==> src/rtl/pwr_clk_pkg.sv <==
`timescale 1ns/1ps
package pwr_clk_pkg;
  typedef enum logic [2:0] {
    PS_NORMAL     = 3'd0,
    PS_AUTO_HALT  = 3'd1,
    PS_STOP_GRANT = 3'd2,
    PS_QUICK      = 3'd3,
    PS_SLEEP      = 3'd4,
    PS_DEEP       = 3'd5,
    PS_SNOOP      = 3'd6
  } pwr_state_e;

  localparam int ST_W  = 3;
  localparam int EVT_W = 8;

  // event bit positions inside the break vector
  localparam int EVT_A20     = 0;
  localparam int EVT_BUSINIT = 1;
  localparam int EVT_FLUSH   = 2;
  localparam int EVT_INIT    = 3;
  localparam int EVT_INTR    = 4;
  localparam int EVT_NMI     = 5;
  localparam int EVT_PROBE   = 6;
  localparam int EVT_SMI     = 7;

  localparam logic [EVT_W-1:0] IRQ_SRC_MASK =
    (EVT_W'(1) << EVT_INIT) | (EVT_W'(1) << EVT_INTR) |
    (EVT_W'(1) << EVT_NMI)  | (EVT_W'(1) << EVT_SMI);
endpackage

==> src/rtl/pwr_next_state.sv <==
`timescale 1ns/1ps
module pwr_next_state
  import pwr_clk_pkg::*;
#(
  parameter int W          = EVT_W,
  parameter int STOPBRK_IX = EVT_BUSINIT
) (
  input  pwr_state_e   state_q,
  input  logic         hflag_q,
  input  pwr_state_e   ret_q,
  input  logic         halt_exec,
  input  logic         stop_act,
  input  logic         sleep_act,
  input  logic         rst_req,
  input  logic [W-1:0] brk,
  input  logic         snoop_req,
  input  logic         snoop_done,
  input  logic         bclk_run,
  input  logic         qs_en,
  input  logic         sga_done,
  output pwr_state_e   state_d,
  output logic         hflag_d,
  output logic         ret_load,
  output logic         halt_pulse_d
);
  pwr_state_e lp_tgt;
  pwr_state_e wake_tgt;
  logic       stop_brk;

  assign lp_tgt   = qs_en ? PS_QUICK : PS_STOP_GRANT;
  assign wake_tgt = hflag_q ? PS_AUTO_HALT : PS_NORMAL;
  assign stop_brk = brk[STOPBRK_IX];

  always_comb begin
    state_d      = state_q;
    hflag_d      = hflag_q;
    ret_load     = 1'b0;
    halt_pulse_d = 1'b0;
    if (rst_req) begin
      state_d = PS_NORMAL;
      hflag_d = 1'b0;
    end else begin
      unique case (state_q)
        PS_NORMAL: begin
          if (stop_act && sga_done) begin
            state_d = lp_tgt;
          end else if (halt_exec) begin
            state_d      = PS_AUTO_HALT;
            hflag_d      = 1'b1;
            halt_pulse_d = 1'b1;
          end
        end
        PS_AUTO_HALT: begin
          if (|brk) begin
            state_d = PS_NORMAL;
            hflag_d = 1'b0;
          end else if (stop_act && sga_done) begin
            state_d = lp_tgt;
          end else if (snoop_req) begin
            state_d  = PS_SNOOP;
            ret_load = 1'b1;
          end
        end
        PS_STOP_GRANT: begin
          if (stop_brk) begin
            state_d = PS_NORMAL;
            hflag_d = 1'b0;
          end else if (!stop_act) begin
            state_d = wake_tgt;
          end else if (sleep_act) begin
            state_d = PS_SLEEP;
          end else if (snoop_req) begin
            state_d  = PS_SNOOP;
            ret_load = 1'b1;
          end
        end
        PS_QUICK: begin
          if (stop_brk) begin
            state_d = PS_NORMAL;
            hflag_d = 1'b0;
          end else if (!stop_act) begin
            state_d = wake_tgt;
          end else if (!bclk_run) begin
            state_d = PS_DEEP;
          end else if (snoop_req) begin
            state_d  = PS_SNOOP;
            ret_load = 1'b1;
          end
        end
        PS_SLEEP: begin
          if (!sleep_act)     state_d = PS_STOP_GRANT;
          else if (!bclk_run) state_d = PS_DEEP;
        end
        PS_DEEP: begin
          if (bclk_run) state_d = qs_en ? PS_QUICK : PS_SLEEP;
        end
        PS_SNOOP: begin
          if (snoop_done) state_d = ret_q;
        end
        default: begin
          state_d = PS_NORMAL;
          hflag_d = 1'b0;
        end
      endcase
    end
  end
endmodule

==> src/rtl/pwr_irq_hold.sv <==
`timescale 1ns/1ps
module pwr_irq_hold
  import pwr_clk_pkg::*;
#(
  parameter int           W    = EVT_W,
  parameter logic [W-1:0] MASK = IRQ_SRC_MASK
) (
  input  logic         clk,
  input  logic         rst_n,
  input  logic         cap_en,
  input  logic         flush,
  input  logic         release_en,
  input  logic [W-1:0] evt,
  output logic [W-1:0] pend,
  output logic [W-1:0] rel
);
  for (genvar i = 0; i < W; i++) begin : g_src
    logic hit;
    assign hit = cap_en & evt[i] & MASK[i];

    always_ff @(posedge clk or negedge rst_n) begin
      if (!rst_n) begin
        pend[i] <= 1'b0;
        rel[i]  <= 1'b0;
      end else if (flush) begin
        pend[i] <= 1'b0;
        rel[i]  <= 1'b0;
      end else if (release_en) begin
        pend[i] <= 1'b0;
        rel[i]  <= pend[i] | hit;
      end else begin
        rel[i] <= 1'b0;
        if (hit) pend[i] <= 1'b1;
      end
    end
  end
endmodule

==> src/rtl/pwr_clk_state_ctl.sv <==
`timescale 1ns/1ps
module pwr_clk_state_ctl
  import pwr_clk_pkg::*;
#(
  parameter int W = EVT_W
) (
  input  logic            clk,
  input  logic            rst_n,
  input  logic            halt_exec_i,
  input  logic            stop_clk_n_i,
  input  logic            sleep_n_i,
  input  logic            core_rst_n_i,
  input  logic [W-1:0]    brk_i,
  input  logic            snoop_req_i,
  input  logic            snoop_done_i,
  input  logic            bclk_run_i,
  input  logic            qs_en_i,
  input  logic            sga_done_i,
  output logic [ST_W-1:0] state_o,
  output logic            halt_cyc_o,
  output logic            sga_req_o,
  output logic [W-1:0]    irq_pend_o,
  output logic [W-1:0]    irq_rel_o
);
  pwr_state_e state_q, state_d, ret_q;
  logic       hflag_q, hflag_d;
  logic       ret_load;
  logic       pulse_d, pulse_q;
  logic       stop_act, sleep_act, rst_req;
  logic       rel_en;

  assign stop_act  = ~stop_clk_n_i;
  assign sleep_act = ~sleep_n_i;
  assign rst_req   = ~core_rst_n_i;

  pwr_next_state #(.W(W), .STOPBRK_IX(EVT_BUSINIT)) u_nxt (
    .state_q     (state_q),
    .hflag_q     (hflag_q),
    .ret_q       (ret_q),
    .halt_exec   (halt_exec_i),
    .stop_act    (stop_act),
    .sleep_act   (sleep_act),
    .rst_req     (rst_req),
    .brk         (brk_i),
    .snoop_req   (snoop_req_i),
    .snoop_done  (snoop_done_i),
    .bclk_run    (bclk_run_i),
    .qs_en       (qs_en_i),
    .sga_done    (sga_done_i),
    .state_d     (state_d),
    .hflag_d     (hflag_d),
    .ret_load    (ret_load),
    .halt_pulse_d(pulse_d)
  );

  always_ff @(posedge clk or negedge rst_n) begin
    if (!rst_n) begin
      state_q <= PS_NORMAL;
      hflag_q <= 1'b0;
      pulse_q <= 1'b0;
    end else begin
      state_q <= state_d;
      hflag_q <= hflag_d;
      pulse_q <= pulse_d;
    end
  end

  // origin register, loaded only on snoop entry
  always_ff @(posedge clk or negedge rst_n) begin
    if (!rst_n)        ret_q <= PS_NORMAL;
    else if (ret_load) ret_q <= state_q;
  end

  assign rel_en = (state_d == PS_NORMAL) && (state_q != PS_NORMAL);

  pwr_irq_hold #(.W(W), .MASK(IRQ_SRC_MASK[W-1:0])) u_irq (
    .clk       (clk),
    .rst_n     (rst_n),
    .cap_en    (state_q == PS_STOP_GRANT),
    .flush     (rst_req),
    .release_en(rel_en),
    .evt       (brk_i),
    .pend      (irq_pend_o),
    .rel       (irq_rel_o)
  );

  assign state_o    = state_q;
  assign halt_cyc_o = pulse_q;
  assign sga_req_o  = stop_act &&
                      ((state_q == PS_NORMAL) || (state_q == PS_AUTO_HALT));
endmodule

==> config.mk <==
export PLATFORM = sky130hd
export DESIGN_NAME = pwr_clk_state_ctl
export DESIGN_NICKNAME = d
export VERILOG_FILES = /design/src/rtl/pwr_clk_pkg.sv /design/src/rtl/pwr_next_state.sv /design/src/rtl/pwr_irq_hold.sv /design/src/rtl/pwr_clk_state_ctl.sv
export SDC_FILE = /design/constraint.sdc
export NUM_CORES = 1
export LEC_CHECK = 0
export ABC_AREA = 1
export BUFFER_PORTS_ARGS = -buffer_cell sky130_fd_sc_hd__buf_2
export CORE_MARGIN = 4
export CORE_UTILIZATION = 45
export CTS_CLUSTER_SIZE = 25
export DETAILED_ROUTE_END_ITERATION = 6
export GPL_TIMING_DRIVEN = 0
export PLACE_DENSITY = 0.72
export SLEW_MARGIN = 40
export SYNTH_ARGS = -nofsm -noshare
export SYNTH_HDL_FRONTEND = slang
export SYNTH_SLANG_ARGS = --single-unit
==> constraint.sdc <==
create_clock -name clk -period 3.2 [get_ports clk]
set_input_delay 0.16 -clock clk [delete_from_list [all_inputs] [get_ports clk]]
set_output_delay 0.16 -clock clk [all_outputs]
set_load 0.01 [all_outputs]
# == Word level (Yosys, flattened, before mapping) ==
# Cells that the tools add are included.
# classes
multipliers,0
bitwise_logic,9
add_sub_neg,0
shift,0
eq_ne,16
n_reduce_logical,11
div_mod_pow,0
magnitude_cmp,0
muxes,65
# op_table
op,count
two-way mux 3 bit,17
two-way mux 1 bit,45
one-hot mux 3 bit (7 select lines),1
"inequality test 3 x 1 -> 1 bit, second input constant",4
"equality test 3 bit, second input constant",3
OR reduction 8 bit,1
"equality test 3 x 2 -> 1 bit, second input constant",2
zero test 3 bit,2
"inequality test 3 x 2 -> 1 bit, second input constant",2
"inequality test 3 bit, second input constant",2
AND reduction 5 bit,1
bitwise AND 1 bit,4
OR 1 bit,4
one-hot mux 1 bit (4 select lines),1
"equality test 3 x 1 -> 1 bit, second input constant",1
logical AND 1 bit,3
one-hot mux 1 bit (3 select lines),1
nonzero test 3 bit,1
OR reduction 3 bit,1
"inequality test 2 x 1 -> 1 bit, second input constant",1
"inequality test 2 bit, second input constant",1
OR reduction 2 bit,1
logical OR 1 bit,1
inverter 1 bit,1
# word_totals
latchBits,0
rom_bits,0
memories,0
mem_bits_rw,0
reg_bits,18

# == Depth between registers and ports, before layout ==
# logic_depth
ltp_word,10
ltp_mapped,12
mapped_depth_nobuf,11

# == Hierarchy ==
# Synthesis repeated with hierarchy kept, for this count alone.
# hier_totals
cells_unflattened,190
area_unflattened_um2,1196.1
# modules_own_cells
module,cells_per_inst,area_each_um2,n_inst
pwr_next_state,118,543.0,1
pwr_irq_hold,44,372.9,1
pwr_clk_state_ctl,28,280.3,1

# == Least setup slack after synthesis ==
# OpenSTA, ideal clock, no wires.
# synth_timing
path_kind,register to register
startpoint,register state_q[0] (netlist: state_o[0])
endpoint,register u_irq.pend[3]
slack_ns,1.722
arrival_ns,1.355
path_stages_with_launch,12
path_cell_list,dfrtp_1 > buf_6 > inv_2 > nor2_1 > nand3_1 > o21ai_0 > nor2_1 > nand3_1 > a21oi_1 > nand2_1 > nand2_2 > nor2_1
# synth_via
elab_chain_cells,10
elab_cells_between_ends,31
cone_classes,eq/ne (7); mux (19); bitwise (1); reduce/logical (4)
# synth_rtl
item,line,rtl
start: declaration,pwr_clk_state_ctl.sv:25,"pwr_state_e state_q, state_d, ret_q;"
start signal: assignment,pwr_clk_state_ctl.sv:62,state_q <= state_d;
two-way mux 3 bit,"pwr_next_state.sv:59, pwr_next_state.sv:72, pwr_next_state.sv:85",
"two-way mux 3 bit, on equally long branches","pwr_next_state.sv:83, pwr_next_state.sv:70",
"two-way mux 3 bit, on equally long branches","pwr_next_state.sv:81, pwr_next_state.sv:68",
"two-way mux 3 bit, on equally long branches","pwr_next_state.sv:78, pwr_next_state.sv:65",
one-hot mux 3 bit (7 select lines),pwr_next_state.sv:43,unique case (state_q)
two-way mux 3 bit,pwr_next_state.sv:39,if (rst_req) begin
zero test 3 bit,pwr_clk_state_ctl.sv:74,assign rel_en = (state_d == PS_NORMAL) && (state_q != PS_NORMAL);
logical AND 1 bit,pwr_clk_state_ctl.sv:74,
two-way mux 1 bit,pwr_irq_hold.sv:28,end else if (release_en) begin
two-way mux 1 bit,pwr_irq_hold.sv:25,end else if (flush) begin
end signal: indexed assignment,pwr_irq_hold.sv:26,pend[i] <= 1'b0;
end signal: indexed assignment,pwr_irq_hold.sv:29,pend[i] <= 1'b0;
end signal: indexed assignment,pwr_irq_hold.sv:33,if (hit) pend[i] <= 1'b1;
end: declaration,pwr_irq_hold.sv:14,"output logic [W-1:0] pend,"
# Several ways; a longest one is shown, not always the timed one.
# A chain may end at the register's enable or synchronous reset.

# == Worst setup path in the final report ==
# layout_timing
startpoint,register state_q[1] (netlist: state_o[1])
endpoint,register u_irq.pend[4]
# Same word-level chain as after synthesis.

==> flow_summary_export.csv <==
group,metric,value,unit
worst_hold_path,hp-start,"brk_i[4]",
critical_path,cp_top_family,"simple AND/OR/NAND/NOR gates",
critical_path,criticalPathCategory,"reg2reg",
critical_path,critical_path_buf_inv_count,1,
detailed_routing,dr_total_vias,1116,
finish,synthToLayoutAreaGrowth,24.4,%
worst_hold_path,holdCritPathClass,"in2reg",
critical_path,cp-end-kind,"register",
worst_hold_path,hold_depth,3,
floorplanning,die_h,56.9,um
grt,grt_pass1_wl,4660,um
power,p_leak,0.000802,uW
timing,hold_slack,0.149,ns
critical_path,crit_chain,"inv_2, nand2_1, nor2_2, o21ai_0, nand2_1, nand2_1, nand2_1, o21bai_2, nand2_1, nand2_2, nor2_1",
timing,clock_skew,0.00173,ns
synth,syn_area_per_cell,6.59,um2
clocking,clk_path_buf_depth,2,
timing,hold_viol_final,0,
finish,layoutNonFillerInstCount,234,
critical_path,cp.arrival,1.95,ns
grt,grt_pass1_vias,1075,
clocking,numCtsBuffers,3,
clocking,post_cts_resized,0,
grt,antenna_found_initial,0,
grt,overflow,0,
worst_hold_path,hold_end,"u_irq.rel[4]",
detailed_routing,viasPerCell,4.77,
finish,num-fill-cells,228,
timing,rsz0062_at_grt,"no",
detailed_routing,routedWlPerCell,11.6,um
placed_design,port_buffers,31,
power,irDropWorstVdd,0.312,mV
detailed_routing,drtIter0Drc,16,
floorplanning,die_area,3230,um2
timing,setup_violations,0,
synth,netlist_area,1070,um2
detailed_routing,firstDrtPassIters,4,
detailed_routing,drtAntennaViolNets,0,
critical_path,crit_path_top_delay_cell,"dfrtp_1",
synth,synth-seq-area-share,0.373,
floorplanning,core_area,2230,um2
synth,ys_ff_latch,16,
clocking,cts_tree,"yes",
critical_path,cp_common_cell,"nand2_1",
detailed_routing,post-route-drc-count,0,
detailed_routing,drt-total-wl,2710,um
critical_path,rrSetupSlack,1.48,ns
timing,period_minus_slack,1.72,ns
synth,synth_cell_type_count,22,
finish,diodes,0,
critical_path,start_kind,"register",
finish,drive_above_1_share,0.262,
placed_design,gp_congestion,0.876,
clocking,insertion_delay,0.29,ns
critical_path,worst-r2r-cell-count,11,
clocking,h-tree-depth,1,
clocking,cts-root-buf,"clkbuf_4",
clocking,clkTransAtPathRegs,0.09,ns
finish,fin_nets,226,
power,cellPowerDensity,355,nW/um2
timing,fmax,581,MHz
grt,gr-usage-all-layers,0.183,
critical_path,worstPathRequired,3.43,ns
synth,yosys_warnings,0,
run_status,status,"finished clean",
flow_run,drv_cap,0,
placed_design,dp_hpwl,2110,um
grt,grt_max_degree,17,
placed_design,dp_cells,229,
clocking,cts_sinks,16,
critical_path,max_stage_delay,0.49,ns
floorplanning,ios,40,
floorplanning,start_util,0.481,
critical_path,cp_max_fo,8,
critical_path,reg2reg_from,"state_o[1]",
synth,syn_inst,163,
timing,timing.final.crit_share,0.537,
critical_path,reg2reg_to,"u_irq.pend[4]",
timing,tns,0,ns
floorplanning,row_count,17,
timing,slew_violations,0,
floorplanning,die_w,56.9,um
## state kept, by name, indices dropped and copies added, names as in the netlist
register	cells
ret_q	3
state_o	3
halt_cyc_o	1
u_irq.pend	4
u_irq.rel	4
hflag_q	1
## logic make-up (layout without fill, tap and decap cells)
family,count (synthesis),count (layout),share of synthesized area
and+or+nand+nor,103,103,0.404
buffers and inverters,28,64,0.141
DFF,16,16,0.373
AOI/OAI and AO/OA,15,15,0.0792
other,1,8,0.00349
## worst max path at each step
stage,cells after the start,startpoint,end,slack [ns]
after detailed placement,11,state_o[1],u_irq.pend[3],1.54
after floorplan,11,state_o[0],u_irq.pend[3],1.72
after CTS,11,state_o[1],u_irq.pend[3],1.52
after global placement,11,state_o[1],u_irq.pend[3],1.56
after global routing,11,state_o[1],u_irq.pend[3],1.27
final,11,state_o[1],u_irq.pend[4],1.48
## Yosys cell counts, drive strengths merged
library cell / instances / area [um2]
nor3: 2 / 10.0
o21ai: 4 / 20.0
nand3: 15 / 80.1
a21oi: 9 / 45.0
nor2: 35 / 141
nand3b: 1 / 7.51
buf: 11 / 87.6
inv: 17 / 63.8
nand2: 48 / 183
o2111ai: 1 / 8.76
conb: 1 / 3.75
and2: 1 / 6.26
or3: 1 / 6.26
o21bai: 1 / 11.3
dfrtp: 16 / 400
## stage by stage
step                      utilization  setup WS [ns]  area [um2]  power [uW]
after floorplan                     -           1.72        1100         299
after global placement          0.578           1.56        1290         339
after detailed placement        0.578           1.54        1290         341
after CTS                       0.599           1.52        1340         479
after global routing            0.599           1.27        1340         507
final                           0.599           1.48        1340         475
## final cells by class
type | count | area [um2] | share of cell area
Timing Repair Buffer | 32 | 165 | 0.123
Inverter | 17 | 63.8 | 0.0477
Multi-Input combinational cell | 126 | 549 | 0.411
Clock buffer | 4 | 36.3 | 0.0271
Buffer | 11 | 87.6 | 0.0655
Tap cell | 28 | 35.0 | 0.0262
Sequential cell | 16 | 400 | 0.299
## layer usage
| layer | wire, um | global-route usage | vias to the layer above |
|---|---|---|---|
| met5 | 0 | 0 | - |
| met1 | 1300 | 0.246 | 487 |
| li1 | - | - | 586 |
| met3 | 144 | 0.0230 | 7 |
| met4 | 55 | 0.0861 | 0 |
| met2 | 1200 | 0.289 | 36 |
## cell usage in the layout (no fill, tap or decap), drive strengths merged
| cell | instances |
|---|---|
| inv | 17 |
| nand2 | 48 |
| o21ai | 4 |
| or3 | 1 |
| conb | 8 |
| nand3b | 1 |
| dlygate4sd3 | 1 |
| o2111ai | 1 |
| nor3 | 2 |
| and2 | 1 |
| clkbuf | 4 |
| nand3 | 15 |
| o21bai | 1 |
| nor2 | 35 |
| dfrtp | 16 |
| a21oi | 9 |
| buf | 42 |
## worst reg2reg max path, delay by kind of cell (launching register included)
kind	cells	cell delay, ns
DFF	1	0.49
and+or+nand+nor	8	0.80
AOI/OAI and AO/OA	2	0.21
buffers and inverters	1	0.17
## power by group
part / switching (uW) / leakage [uW] / internal (uW) / total [uW]
clock network: 66.4 / 0.0000210 / 69.4 / 136
registers: 5.83 / 0.000220 / 210 / 216
logic: 77.2 / 0.000561 / 46.2 / 123
## what timing repair did
item / in CTS / in global routing
setup buffers: 0 / 0
endpoints found under the hold margin: 16 / 0
hold buffers: 1 / 0
Note: power is estimated with default switching activity, not from simulation.
